**config.mk**
```make
export PLATFORM = sky130hd
export DESIGN_NAME = pwm_bank
export DESIGN_NICKNAME = d
export VERILOG_FILES = /design/src/rtl/pwm_bank_pkg.sv /design/src/rtl/pwm_bank_presc.sv /design/src/rtl/pwm_bank_chan.sv /design/src/rtl/pwm_bank.sv
export SDC_FILE = /design/constraint.sdc
export NUM_CORES = 1
export LEC_CHECK = 0
export BUFFER_PORTS_ARGS = -buffer_cell sky130_fd_sc_hd__buf_2
export CAP_MARGIN = 20
export CORE_MARGIN = 10
export CORE_UTILIZATION = 35
export CTS_BUF_LIST = sky130_fd_sc_hd__clkbuf_4 sky130_fd_sc_hd__clkbuf_8
export DETAILED_ROUTE_END_ITERATION = 7
export GPL_ROUTABILITY_DRIVEN = 0
export GPL_TIMING_DRIVEN = 1
export PLACE_DENSITY = 0.58
export SLEW_MARGIN = 20
export SYNTH_ARGS = -nofsm -noshare
export SYNTH_HDL_FRONTEND = slang
export SYNTH_HIERARCHICAL = 1
export SYNTH_SLANG_ARGS = --single-unit
```
**constraint.sdc**
```tcl
create_clock -name clk -period 5.86 [get_ports clk]
set_input_delay 0.586 -clock clk [delete_from_list [all_inputs] [get_ports clk]]
set_output_delay 0.586 -clock clk [all_outputs]
set_load 0.05 [all_outputs]
```
**src/rtl/pwm_bank_pkg.sv**
```systemverilog
package pwm_bank_pkg;

  localparam int BUS_W      = 32;
  localparam int VAL_W      = 16;
  localparam int PRES_W     = 4;

  localparam int OFF_ENA    = 'h04;
  localparam int OFF_DIS    = 'h08;
  localparam int OFF_STATUS = 'h0C;

  localparam int CH_BASE    = 'h200;
  localparam int STRIDE_LG  = 5;

  localparam int COFF_MODE  = 'h00;
  localparam int COFF_DUTY  = 'h04;
  localparam int COFF_PRD   = 'h08;
  localparam int COFF_UPD   = 'h10;

  localparam int BIT_POL    = 9;
  localparam int BIT_TGT    = 10;

  typedef struct packed {
    logic              upd_prd;
    logic              pol;
    logic [PRES_W-1:0] pres;
  } mode_t;

  function automatic logic [BUS_W-1:0] mode_word(mode_t m);
    logic [BUS_W-1:0] w;
    w = '0;
    w[PRES_W-1:0] = m.pres;
    w[BIT_POL]    = m.pol;
    w[BIT_TGT]    = m.upd_prd;
    return w;
  endfunction

endpackage

```
**src/rtl/pwm_bank_presc.sv**
```systemverilog
module pwm_bank_presc #(
  parameter int PRES_MAX = 10
) (
  input  logic              clk,
  input  logic              rst,
  output logic [PRES_MAX:0] tick
);

  logic [PRES_MAX-1:0] div_q;

  always_ff @(posedge clk) begin
    if (rst) div_q <= '0;
    else     div_q <= div_q + 1'b1;
  end

  assign tick[0] = 1'b1;

  for (genvar p = 1; p <= PRES_MAX; p++) begin : g_tick
    assign tick[p] = &div_q[p-1:0];
  end

endmodule

```
**src/rtl/pwm_bank_chan.sv**
```systemverilog
module pwm_bank_chan import pwm_bank_pkg::*; #(
  parameter int PRES_MAX = 10
) (
  input  logic              clk,
  input  logic              rst,
  input  logic              en,
  input  logic [PRES_MAX:0] tick_vec,
  input  logic              wr_mode,
  input  logic              wr_duty,
  input  logic              wr_prd,
  input  logic              wr_upd,
  input  logic [BUS_W-1:0]  wdata,
  output mode_t             mode_o,
  output logic [VAL_W-1:0]  duty_o,
  output logic [VAL_W-1:0]  prd_o,
  output logic              pwm_o
);

  mode_t              mode_r;
  logic [VAL_W-1:0]   duty_r, prd_r, cnt_q, pend_d;
  logic               pend_v, pend_tgt, pwm_q;
  logic               tick, wrap, active;
  logic [PRES_W-1:0]  pres_in, pres_cl;

  assign pres_in = wdata[PRES_W-1:0];
  assign pres_cl = (32'(pres_in) > PRES_MAX) ? PRES_W'(PRES_MAX) : pres_in;

  assign tick   = tick_vec[mode_r.pres];
  assign wrap   = ({1'b0, cnt_q} + 17'd1) >= {1'b0, prd_r};
  assign active = (cnt_q < duty_r) || (duty_r >= prd_r);

  always_ff @(posedge clk) begin
    if (rst) begin
      mode_r   <= '0;
      duty_r   <= '0;
      prd_r    <= '0;
      cnt_q    <= '0;
      pend_v   <= 1'b0;
      pend_d   <= '0;
      pend_tgt <= 1'b0;
      pwm_q    <= 1'b0;
    end else begin
      if (!en) begin
        cnt_q <= '0;
        if (wr_mode) begin
          mode_r.pres    <= pres_cl;
          mode_r.pol     <= wdata[BIT_POL];
          mode_r.upd_prd <= wdata[BIT_TGT];
        end
        if (wr_duty) duty_r <= wdata[VAL_W-1:0];
        if (wr_prd)  prd_r  <= wdata[VAL_W-1:0];
      end else if (tick) begin
        if (wrap) begin
          cnt_q <= '0;
          if (pend_v) begin
            if (pend_tgt) prd_r  <= pend_d;
            else          duty_r <= pend_d;
          end
        end else begin
          cnt_q <= cnt_q + 1'b1;
        end
      end
      if (wr_upd) begin
        pend_v   <= 1'b1;
        pend_d   <= wdata[VAL_W-1:0];
        pend_tgt <= mode_r.upd_prd;
      end else if (en && tick && wrap) begin
        pend_v   <= 1'b0;
      end
      pwm_q <= (en && active) ? ~mode_r.pol : mode_r.pol;
    end
  end

  assign mode_o = mode_r;
  assign duty_o = duty_r;
  assign prd_o  = prd_r;
  assign pwm_o  = pwm_q;

  // stored exponent never exceeds the largest supported one
  assert_pres_clamp_R6: assert property (@(posedge clk) disable iff (rst)
    32'(mode_r.pres) <= PRES_MAX);

  // a running counter stays inside the period
  assert_cnt_range_R7: assert property (@(posedge clk) disable iff (rst)
    (en && prd_r != '0) |-> (cnt_q < prd_r));

  // configuration of a running channel moves only on a wrap
  assert_cfg_hold_R9: assert property (@(posedge clk) disable iff (rst)
    ($past(en) && !$past(tick && wrap)) |->
      ($stable(duty_r) && $stable(prd_r) && $stable(mode_r)));

  // an idle channel drives its polarity bit
  assert_idle_out_R10: assert property (@(posedge clk) disable iff (rst)
    !$past(en) |-> (pwm_q == $past(mode_r.pol)));

endmodule

```
**src/rtl/pwm_bank.sv**
```systemverilog
module pwm_bank import pwm_bank_pkg::*; #(
  parameter int NCH      = 4,
  parameter int ADDR_W   = 12,
  parameter int PRES_MAX = 10
) (
  input  logic              clk,
  input  logic              rst,
  input  logic              bus_wr,
  input  logic              bus_rd,
  input  logic [ADDR_W-1:0] bus_addr,
  input  logic [BUS_W-1:0]  bus_wdata,
  output logic [BUS_W-1:0]  bus_rdata,
  output logic [NCH-1:0]    pwm_out
);

  localparam int CIDX_W = ADDR_W - STRIDE_LG;

  logic [ADDR_W-1:0]    rel;
  logic [CIDX_W-1:0]    cidx;
  logic [STRIDE_LG-1:0] coff;
  logic                 ch_hit;
  logic [NCH-1:0]       en_q;
  logic [PRES_MAX:0]    tick_vec;
  logic [BUS_W-1:0]     rd_next;
  logic                 hit_ena, hit_dis;

  mode_t            mode_a [NCH];
  logic [VAL_W-1:0] duty_a [NCH];
  logic [VAL_W-1:0] prd_a  [NCH];

  assign rel     = bus_addr - ADDR_W'(CH_BASE);
  assign cidx    = rel[ADDR_W-1:STRIDE_LG];
  assign coff    = rel[STRIDE_LG-1:0];
  assign ch_hit  = (bus_addr >= ADDR_W'(CH_BASE)) && (32'(cidx) < NCH);
  assign hit_ena = bus_wr && (bus_addr == ADDR_W'(OFF_ENA));
  assign hit_dis = bus_wr && (bus_addr == ADDR_W'(OFF_DIS));

  always_ff @(posedge clk) begin
    if (rst)          en_q <= '0;
    else if (hit_ena) en_q <= en_q | bus_wdata[NCH-1:0];
    else if (hit_dis) en_q <= en_q & ~bus_wdata[NCH-1:0];
  end

  pwm_bank_presc #(.PRES_MAX(PRES_MAX)) u_presc (
    .clk  (clk),
    .rst  (rst),
    .tick (tick_vec)
  );

  for (genvar i = 0; i < NCH; i++) begin : g_ch
    logic sel;
    assign sel = bus_wr && ch_hit && (cidx == CIDX_W'(i));

    pwm_bank_chan #(.PRES_MAX(PRES_MAX)) u_chan (
      .clk      (clk),
      .rst      (rst),
      .en       (en_q[i]),
      .tick_vec (tick_vec),
      .wr_mode  (sel && coff == STRIDE_LG'(COFF_MODE)),
      .wr_duty  (sel && coff == STRIDE_LG'(COFF_DUTY)),
      .wr_prd   (sel && coff == STRIDE_LG'(COFF_PRD)),
      .wr_upd   (sel && coff == STRIDE_LG'(COFF_UPD)),
      .wdata    (bus_wdata),
      .mode_o   (mode_a[i]),
      .duty_o   (duty_a[i]),
      .prd_o    (prd_a[i]),
      .pwm_o    (pwm_out[i])
    );
  end

  always_comb begin
    rd_next = '0;
    if (bus_addr == ADDR_W'(OFF_STATUS)) rd_next[NCH-1:0] = en_q;
    if (ch_hit) begin
      for (int i = 0; i < NCH; i++) begin
        if (cidx == CIDX_W'(i)) begin
          case (32'(coff))
            COFF_MODE: rd_next = mode_word(mode_a[i]);
            COFF_DUTY: rd_next = {{(BUS_W-VAL_W){1'b0}}, duty_a[i]};
            COFF_PRD:  rd_next = {{(BUS_W-VAL_W){1'b0}}, prd_a[i]};
            default:   rd_next = '0;
          endcase
        end
      end
    end
  end

  always_ff @(posedge clk) begin
    if (rst)         bus_rdata <= '0;
    else if (bus_rd) bus_rdata <= rd_next;
  end

  // the enable bits change only in response to a bus write
  assert_status_hold_R1: assert property (@(posedge clk) disable iff (rst)
    !$past(bus_wr) |-> $stable(en_q));

  // channels named in a disable write are stopped
  assert_disable_clear_R2: assert property (@(posedge clk) disable iff (rst)
    hit_dis |=> ((en_q & $past(bus_wdata[NCH-1:0])) == '0));

  // the upper half of every read word is zero
  assert_rdata_upper_R5: assert property (@(posedge clk) disable iff (rst)
    bus_rdata[BUS_W-1:VAL_W] == '0);

endmodule

```
==> results of run 1 <==
-- logic make-up (layout without fill, tap and decap cells) --
kind of cell | after synthesis | count (layout) | share of synthesized area [%]
other | 2 | 21 | 0.0347
XOR/XNOR | 43 | 43 | 1.74
multiplexers | 300 | 300 | 14.5
buffers and inverters | 318 | 356 | 6.66
adder cells (fa/ha/maj) | 198 | 198 | 11.5
flip-flops | 322 | 322 | 29.8
AO/OA/AOI/OAI | 461 | 461 | 15.8
AND/OR/NAND/NOR | 827 | 827 | 20.0
-- state kept, by name, summed over array words and instances, names as in the netlist, named ones only --
| register | flops |
|---|---|
| g_ch.u_chan/cnt_q | 64 |
| g_ch.u_chan/duty_o | 64 |
| g_ch.u_chan/pend_d | 64 |
| g_ch.u_chan/prd_o | 64 |
| g_ch.u_chan/mode_o | 24 |
| bus_rdata | 16 |
| u_presc/div_q | 10 |
| g_ch.u_chan/pend_tgt | 4 |
| g_ch.u_chan/pend_v | 4 |
| g_ch.u_chan/pwm_o | 4 |
-- layout make-up --
cell class,instances,area [um2]
inverter,179,672
fill,6187,37800
clock buffer,93,1160
antenna,4,10.0
sequential,322,6450
tap,790,988
multi-input combinational,1846,13800
timing repair buffer,72,434
clock inverter,12,115
-- power breakdown --
part	leakage, nW	switching (mW)	internal, mW
registers	2.59	0.00311	2.19
logic	6.33	0.196	0.0832
clock network	0.679	0.997	1.34
total	9.60	1.20	3.61
-- per-layer routing --
metal | global-route usage [%] | up-vias | wire, um
li1 | - | 8892 | -
met3 | 3.94 | 96 | 5050
met4 | 4.86 | 6 | 1190
met1 | 23.6 | 8801 | 29800
met5 | 0 | - | 33
met2 | 27.4 | 571 | 28500
-- worst max path at each step --
stage                     slack (ns)                                 start                                     end
after floorplan                 2.41  g_ch[0].u_chan/cnt_q[4]$_SDFFE_PP0P_   g_ch[0].u_chan/cnt_q[11]$_SDFFE_PP0P_
after CTS                       1.57  g_ch[1].u_chan/cnt_q[2]$_SDFFE_PP0P_    g_ch[1].u_chan/prd_o[8]$_SDFFE_PP0P_
after detailed placement        1.60  g_ch[1].u_chan/cnt_q[2]$_SDFFE_PP0P_    g_ch[1].u_chan/prd_o[5]$_SDFFE_PP0P_
final                           1.56  g_ch[1].u_chan/cnt_q[3]$_SDFFE_PP0P_    g_ch[1].u_chan/prd_o[8]$_SDFFE_PP0P_
after global routing            1.25  g_ch[1].u_chan/cnt_q[2]$_SDFFE_PP0P_   g_ch[1].u_chan/duty_o[2]$_SDFFE_PP0P_
after global placement          1.75  g_ch[0].u_chan/cnt_q[2]$_SDFFE_PP0P_  g_ch[0].u_chan/duty_o[13]$_SDFFE_PP0P_
-- placed cells by master (no fill, tap or decap), types with 11 or more instances in the layout --
| cell | count |
|---|---|
| nand4_1 | 40 |
| ha_1 | 198 |
| nor4_1 | 16 |
| dfxtp_1 | 322 |
| a31oi_1 | 15 |
| mux2_2 | 11 |
| or3_1 | 21 |
| a221oi_1 | 23 |
| a221o_1 | 21 |
| nor2_1 | 177 |
| clkbuf_8 | 75 |
| inv_1 | 175 |
| a21o_1 | 20 |
| o2bb2ai_1 | 17 |
| o31ai_1 | 30 |
| clkbuf_4 | 19 |
| o21bai_1 | 13 |
| nand3b_1 | 13 |
| xor2_1 | 14 |
| xnor2_1 | 29 |
| a211oi_1 | 33 |
| nand3_1 | 63 |
| conb_1 | 17 |
| o211ai_1 | 11 |
| nor3_1 | 32 |
| mux2i_1 | 281 |
| nand2b_1 | 155 |
| nor2b_1 | 18 |
| buf_2 | 50 |
| buf_4 | 20 |
| o21ai_0 | 59 |
| nand2_1 | 161 |
| and2_1 | 16 |
| or2_2 | 68 |
| a21oi_1 | 105 |
| a32o_1 | 13 |
| a22oi_1 | 24 |
-- metrics by stage --
step           utilization (%)  power, mW  cells
2_1_floorplan                -       2.42   2486
3_3_place_gp              36.4       2.51   3209
3_5_place_dp              36.4       2.52   3209
4_1_cts                   38.5       4.86   3314
5_1_grt                   38.5       4.98   3316
6_report                  38.5       4.81   3318
-- critical path, cell delays in order (launching register included) --
cell and delay (ns):
dfxtp_1 0.47, nand4_2 0.27, or4_1 0.71, nor2_1 0.25, xnor2_1 0.17, ha_1 0.31, nand3_1 0.09, nor3_1 0.06
a211oi_1 0.37, o211ai_2 0.42, a22oi_4 0.80, mux2i_1 0.28
==> metrics, run 1 <==
worst slack at placement 1.60 ns; Vias per Instance 5.54; hold path startpoint bus_rd; RSZ-0062 raised after global routing no; H-tree depth 2; DRC violations left 0; CTS tree yes; ranking of synthesized cells by area dfxtp_1, mux2i_1, ha_1; largest area contributor in the synthesized netlist dfxtp_1; CTS max path bufs 3; Die X 269 um; Clk Latency, worst-skew pair 0.67 ns; Synth top area share 29.8%; largest net degree at the start of global routing 185; #FFs+latches synth 322; dpl hpwl 47200 um; # setup viols final 0; fin crit period 4.30 ns; worst hold slack 0.205 ns; CP Capture Type flop; leakage 9.60 nW; share of synthesized registers carrying an async set or reset 0%; Post-CTS Hold Fix Bufs 0; post-DR wirelength/cell 19.4 um; Post-CTS Setup Inserts 0; Final WS setup 1.56 ns; drt first-iter violations 1327; total track usage 17.5%; synth unique cells 71; mapped cell area 21600 um2; ys flop type dfxtp_1; core area 61500 um2; final wirelength 64500 um; Synth Instances 2471; sequential share of the synthesized area 29.8%; TritonCTS buffer count 60; Worst EP required 6.45 ns; Design Area, Final 23700 um2; Fin. Hold Viols 0; DRT Pass-1 Iters 5; Fmax 232 MHz; first-pass GRT wire length 99800 um; GRT overflow 0; fraction of layout cells with a size suffix above 1 12.1%; hold depth 2; Slew @ Worst Pin 1.14 ns; DRT antenna net count 0; I/O Buffers 51; most instantiated library cell after synthesis dfxtp_1; initial core utilization 35.2%; RR Endpoint g_ch[1].u_chan/prd_o[8]$_SDFFE_PP0P_; r2r setup slk 1.56 ns; hold endpoint bus_rdata[3]$_SDFFE_PP0P_; CP Max Fanout 16; worst hold path type in -> reg; Worst Path Arrival 4.89 ns; top post-synthesis cells by count dfxtp_1, mux2i_1, ha_1; Ports 84; Site Rows 91; Root Buffer clkbuf_8; placed cell area 22400 um2; vias in the first global route 17.8k; critical path type reg -> reg; Setup Skew 0.0244 ns; Die Ht 269 um; Peak VDD IR 0.153 mV; clock sinks 322; startpoint types flop; Vias 18.4k; reg2reg start g_ch[1].u_chan/cnt_q[3]$_SDFFE_PP0P_; initial antenna violation count 6; fin crit share 73.5%; Synth Warn # 6; post-cts sizing count 0; status complete, no violations; PD cells 203 nW/um2; Final Max Tran Viols 0; Die ar. 72200 um2; MaxCap Viol Count 0; Worst R2R Path Depth 11; Worst slew margin 23.6%; CTS clock-pin slew for the worst setup and hold paths 0.06 ns; setup TNS 0 ns; Layout Area Growth over Synthesis 9.39%; Post-layout nets 2727; average size of a mapped cell 8.75 um2; Post-synth EDFFs 0
No activity file was read; power rests on OpenSTA's default activity.
==> run 2: changes to the inputs <==
--- a/config.mk
+++ b/config.mk
@@ -13,7 +13,7 @@
 export DETAILED_ROUTE_END_ITERATION = 7
 export GPL_ROUTABILITY_DRIVEN = 0
 export GPL_TIMING_DRIVEN = 1
-export PLACE_DENSITY = 0.58
+export PLACE_DENSITY = 0.6
 export SLEW_MARGIN = 20
 export SYNTH_ARGS = -nofsm -noshare
 export SYNTH_HDL_FRONTEND = slang
==> constraint.sdc (replaced) <==
create_clock -name clk -period 3.5 [get_ports clk]
set_input_delay 0.35 -clock clk [delete_from_list [all_inputs] [get_ports clk]]
set_output_delay 0.35 -clock clk [all_outputs]
set_load 0.05 [all_outputs]
==> metrics, run 2 (synthesized netlist as in run 1, its figures left out) <==
Design Area, Final 24800 um2; Setup Skew 0.0251 ns; vias in the first global route 18.5k; Final Max Tran Viols 0; post-DR wirelength/cell 19.6 um; Worst Path Arrival 4.00 ns; placed cell area 23200 um2; CTS clock-pin slew for the worst setup and hold paths 0.06 ns; Die ar. 72200 um2; Layout Area Growth over Synthesis 14.8%; initial antenna violation count 6; Slew @ Worst Pin 0.887 ns; DRT Pass-1 Iters 5; PD cells 331 nW/um2; CTS max path bufs 3; Die X 269 um; core area 61500 um2; CTS tree yes; Die Ht 269 um; Peak VDD IR 0.257 mV; Clk Latency, worst-skew pair 0.67 ns; Post-layout nets 2822; fin crit period 3.42 ns; MaxCap Viol Count 0; leakage 10.2 nW; CP Max Fanout 8; GRT overflow 0; Final WS setup 0.0814 ns; DRC violations left 0; most common cell after layout, fill and taps aside dfxtp_1; CP Capture Type flop; dpl hpwl 49300 um; I/O Buffers 51; final core utilization 40.4%; worst hold path type in -> reg; Root Buffer clkbuf_8; Tot Pwr 8.23 mW; largest net degree at the start of global routing 77; Worst slew margin 39.3%; initial core utilization 35.2%; fin crit share 97.7%; most frequent cells in the layout dfxtp_1, mux2i_1, ha_1, inv_1, nor2_1; # setup viols final 0; final wirelength 66900 um; H-tree depth 2; Worst EP required 4.08 ns; first-pass GRT wire length 103000 um; clock sinks 322; critical path type reg -> reg; DRT antenna net count 0; drt first-iter violations 1277; Vias per Instance 5.57; startpoint types flop; status complete, no violations; TritonCTS buffer count 58; Fmax 293 MHz; Vias 19.0k; fraction of layout cells with a size suffix above 1 16.9%; worst slack at placement -0.000379 ns; Site Rows 91; Fin. Hold Viols 0; Ports 84; total track usage 17.9%
run 2: path summary, 6_finish.rpt:
kind / startpoint / slack [ns] / endpoint / cells after the start
setup / recovery: g_ch[1].u_chan/cnt_q[0]$_SDFFE_PP0P_ / 0.08 / g_ch[1].u_chan/prd_o[7]$_SDFFE_PP0P_ / 15
hold / removal: bus_wdata[9] / 0.14 / g_ch[2].u_chan/mode_o[4]$_SDFFE_PP0P_ / 3
setup reg to reg: g_ch[1].u_chan/cnt_q[0]$_SDFFE_PP0P_ / 0.08 / g_ch[1].u_chan/prd_o[7]$_SDFFE_PP0P_ / 15
hold reg to reg: bus_rdata[15]$_SDFFE_PP0P_ / 0.48 / bus_rdata[15]$_SDFFE_PP0P_ / 1
run 2: report_power, final:
part / internal, mW / switching [mW]
combinational: 0.152 / 0.336
clock: 2.37 / 1.69
sequential: 3.67 / 0.00531
run 2: worst max-delay path, stage by stage (launching register included):
cell      delay (ns)
dfxtp_1         0.33
buf_4           0.14
ha_2            0.20
nand3_2         0.16
nor4_2          0.30
xnor2_1         0.19
inv_1           0.07
ha_1            0.23
a211oi_1        0.22
nand2_1         0.09
o31ai_2         0.37
o211ai_2        0.12
buf_4           0.21
a22oi_4         0.26
buf_12          0.19
mux2i_2         0.24
run 2: repair_timing:
item                       4_1_cts  5_1_grt
setup endpoints to repair        6      169
pin swaps                        0        6
gates resized for setup          2       43
setup buffers                    0        0
cloned                           0        3
hold buffers                     1        0
hold endpoints to repair         1        0
run 2: final cells by class:
cell class | instances | area (um2)
diodes | 3 | 7.51
clock buffers | 94 | 1190
clock inverters | 12 | 144
fillers | 6152 | 36700
inverters | 179 | 672
multi-input cells | 1846 | 14000
flip-flops and latches | 322 | 6450
well taps | 790 | 988
repair buffers | 169 | 1360
run 2: metrics by stage:
stage	hold slack, ns	setup TNS, ns	std cells
floorplan	0.422	0	2486
global placement	0.449	0	3302
detailed placement	0.461	-0.000379	3302
CTS	0.0509	0	3409
global route	0.115	-0.209	3414
finish	0.138	0	3415
run 2: per-layer routing:
metal / part of all wire, % / track usage [%]
met5: 0.030 / 0
met4: 2.6 / 6.10
met3: 8.1 / 4.49
met2: 44 / 27.7
met1: 45 / 23.8
==> run 3: changes to the inputs <==
--- a/config.mk
+++ b/config.mk
@@ -8,12 +8,13 @@
 export BUFFER_PORTS_ARGS = -buffer_cell sky130_fd_sc_hd__buf_2
 export CAP_MARGIN = 20
 export CORE_MARGIN = 10
-export CORE_UTILIZATION = 35
+export CORE_UTILIZATION = 59
 export CTS_BUF_LIST = sky130_fd_sc_hd__clkbuf_4 sky130_fd_sc_hd__clkbuf_8
 export DETAILED_ROUTE_END_ITERATION = 7
 export GPL_ROUTABILITY_DRIVEN = 0
 export GPL_TIMING_DRIVEN = 1
-export PLACE_DENSITY = 0.6
+export PLACE_DENSITY_LB_ADDON = 0.15
+export REMOVE_ABC_BUFFERS = 1
 export SLEW_MARGIN = 20
 export SYNTH_ARGS = -nofsm -noshare
 export SYNTH_HDL_FRONTEND = slang
==> metrics, run 3 (synthesized netlist as in run 1, its figures left out) <==
Fin. Hold Viols 0; fin crit period 3.33 ns; Worst R2R Path Depth 14; Ports 84; Clk Latency, worst-skew pair 0.66 ns; met2 Use GR 44.9%; final wirelength 64600 um; Peak VDD IR 0.252 mV; vias in the first global route 18.6k; TritonCTS buffer count 57; family with the most delay on the worst path compound AO/OA/AOI/OAI gates; CP Capture Type flop; Worst EP required 4.07 ns; Cells after DPL 2973; Tot Pwr 7.85 mW; core area 36400 um2; DRC violations left 0; Slew @ Worst Pin 0.934 ns; CTS tree yes; Worst Path Arrival 3.91 ns; Setup Skew 0.0246 ns; CP Max Fanout 12; I/O Buffers 51; WP buf/inv 3; largest net degree at the start of global routing 108; DRT Pass-1 Iters 6; fin crit share 95.2%; most used routing layer met2; status complete, no violations; CP max-delay cell or3_1; H-tree depth 2; reg2reg start g_ch[0].u_chan/cnt_q[0]$_SDFFE_PP0P_; initial antenna violation count 6; critical path depth 14; critical path type reg -> reg; worst hold path type in -> reg; biggest cell delay along the critical path 0.38 ns; initial core utilization 59.4%; crit path to g_ch[0].u_chan/duty_o[13]$_SDFFE_PP0P_; startpoint types flop; most common cell after layout, fill and taps aside dfxtp_1; clock sinks 322; Post-layout nets 2811; most frequent cells in the layout dfxtp_1, mux2i_1, ha_1, inv_1, nor2_1; Die Ht 211 um; PD cells 326 nW/um2; Layout Area Growth over Synthesis 11.2%; worst setup path startpoint g_ch[0].u_chan/cnt_q[0]$_SDFFE_PP0P_; Vias per Instance 6.19; Site Rows 70; total track usage 28.1%; post-DR wirelength/cell 21.0 um; DRT antenna net count 0; Fmax 300 MHz; grt met1 use 36.5%; leakage 10.1 nW; GRT overflow 0; Worst slew margin 37.4%; met3 GRT Util 6.31%; Final WS setup 0.166 ns; CTS clock-pin slew for the worst setup and hold paths 0.06 ns; Root Buffer clkbuf_8; MaxCap Viol Count 0; worst hold slack 0.112 ns; RR Endpoint g_ch[0].u_chan/duty_o[13]$_SDFFE_PP0P_; Die ar. 44700 um2; Final Max Tran Viols 0; CTS max path bufs 3; Final Non-Filler Cells 3075; worst slack at placement 0.00986 ns; fraction of layout cells with a size suffix above 1 15.9%; dpl hpwl 47700 um; # setup viols final 0; Vias 19.0k; first-pass GRT wire length 101000 um; drt first-iter violations 1797; worst-path cell chain buf_4 > ha_1 > nand3_2 > or3_1 > nand2_1 > ha_1 > a21oi_1 > o21ai_0 > o31ai_2 > o211ai_2 > buf_4 > a22oi_4 > buf_12 > mux2i_1; Die X 211 um; final core utilization 66.1%; r2r setup slk 0.17 ns
## run 3: metrics by stage
stage / area (um2) / TNS [ns]
5_1_grt: 24100 / -0.507
6_report: 24100 / 0
4_1_cts: 23900 / 0
2_1_floorplan: 20900 / 0
3_3_place_gp: 22700 / 0
3_5_place_dp: 22700 / 0
## run 3: layout make-up
type	count	area (um2)
Antenna cell	4	10.0
Clock buffer	93	1140
Clock inverter	4	47.5
Fill cell	3083	12400
Inverter	179	672
Multi-Input combinational cell	1846	14000
Sequential cell	322	6450
Tap cell	468	586
Timing Repair Buffer	159	1190
## run 3: power breakdown
group | total (mW) | leakage (nW) | internal, mW | switching [mW]
Clock | 3.69 | 0.631 | 2.09 | 1.59
Sequential | 3.68 | 2.59 | 3.67 | 0.00547
Combinational | 0.489 | 6.85 | 0.150 | 0.339
## run 3: worst min path at each step
stage	start	endpoint	slack, ns	cells after the start
final	bus_wdata[5]	g_ch[0].u_chan/pend_d[5]$_SDFFE_PP0P_	0.11	3
after global routing	bus_wdata[5]	g_ch[0].u_chan/pend_d[5]$_SDFFE_PP0P_	0.1	3
after CTS	bus_wdata[5]	g_ch[0].u_chan/pend_d[5]$_SDFFE_PP0P_	0.07	3
after detailed placement	bus_rdata[12]$_SDFFE_PP0P_	bus_rdata[12]$_SDFFE_PP0P_	0.46	1
after global placement	u_presc/div_q[9]$_SDFF_PP0_	u_presc/div_q[9]$_SDFF_PP0_	0.46	2
after floorplan	rst	u_presc/div_q[0]$_SDFF_PP0_	0.42	1
## run 3: routing by layer
metal / part of all wire [%] / routed length, um
met1: 43 / 27900
met2: 45 / 29000
met3: 8.7 / 5600
met4: 3.2 / 2060
met5: 0.060 / 39
## run 3: worst reg2reg max path, cell delays in order, from the launching register on
cell	delay [ns]
dfxtp_1	0.36
buf_4	0.14
ha_1	0.20
nand3_2	0.20
or3_1	0.38
nand2_1	0.12
ha_1	0.27
a21oi_1	0.20
o21ai_0	0.14
o31ai_2	0.33
o211ai_2	0.12
buf_4	0.21
a22oi_4	0.18
buf_12	0.19
mux2i_1	0.23
## run 3: repair_timing
action                                 4_1_cts  5_1_grt
buffers inserted                             0        0
endpoints found under the hold margin        1        0
cloned                                       0        0
hold buffers                                 1        0
pin swaps                                    0        2
setup endpoints to repair                    1      168
resized for setup                            1       32
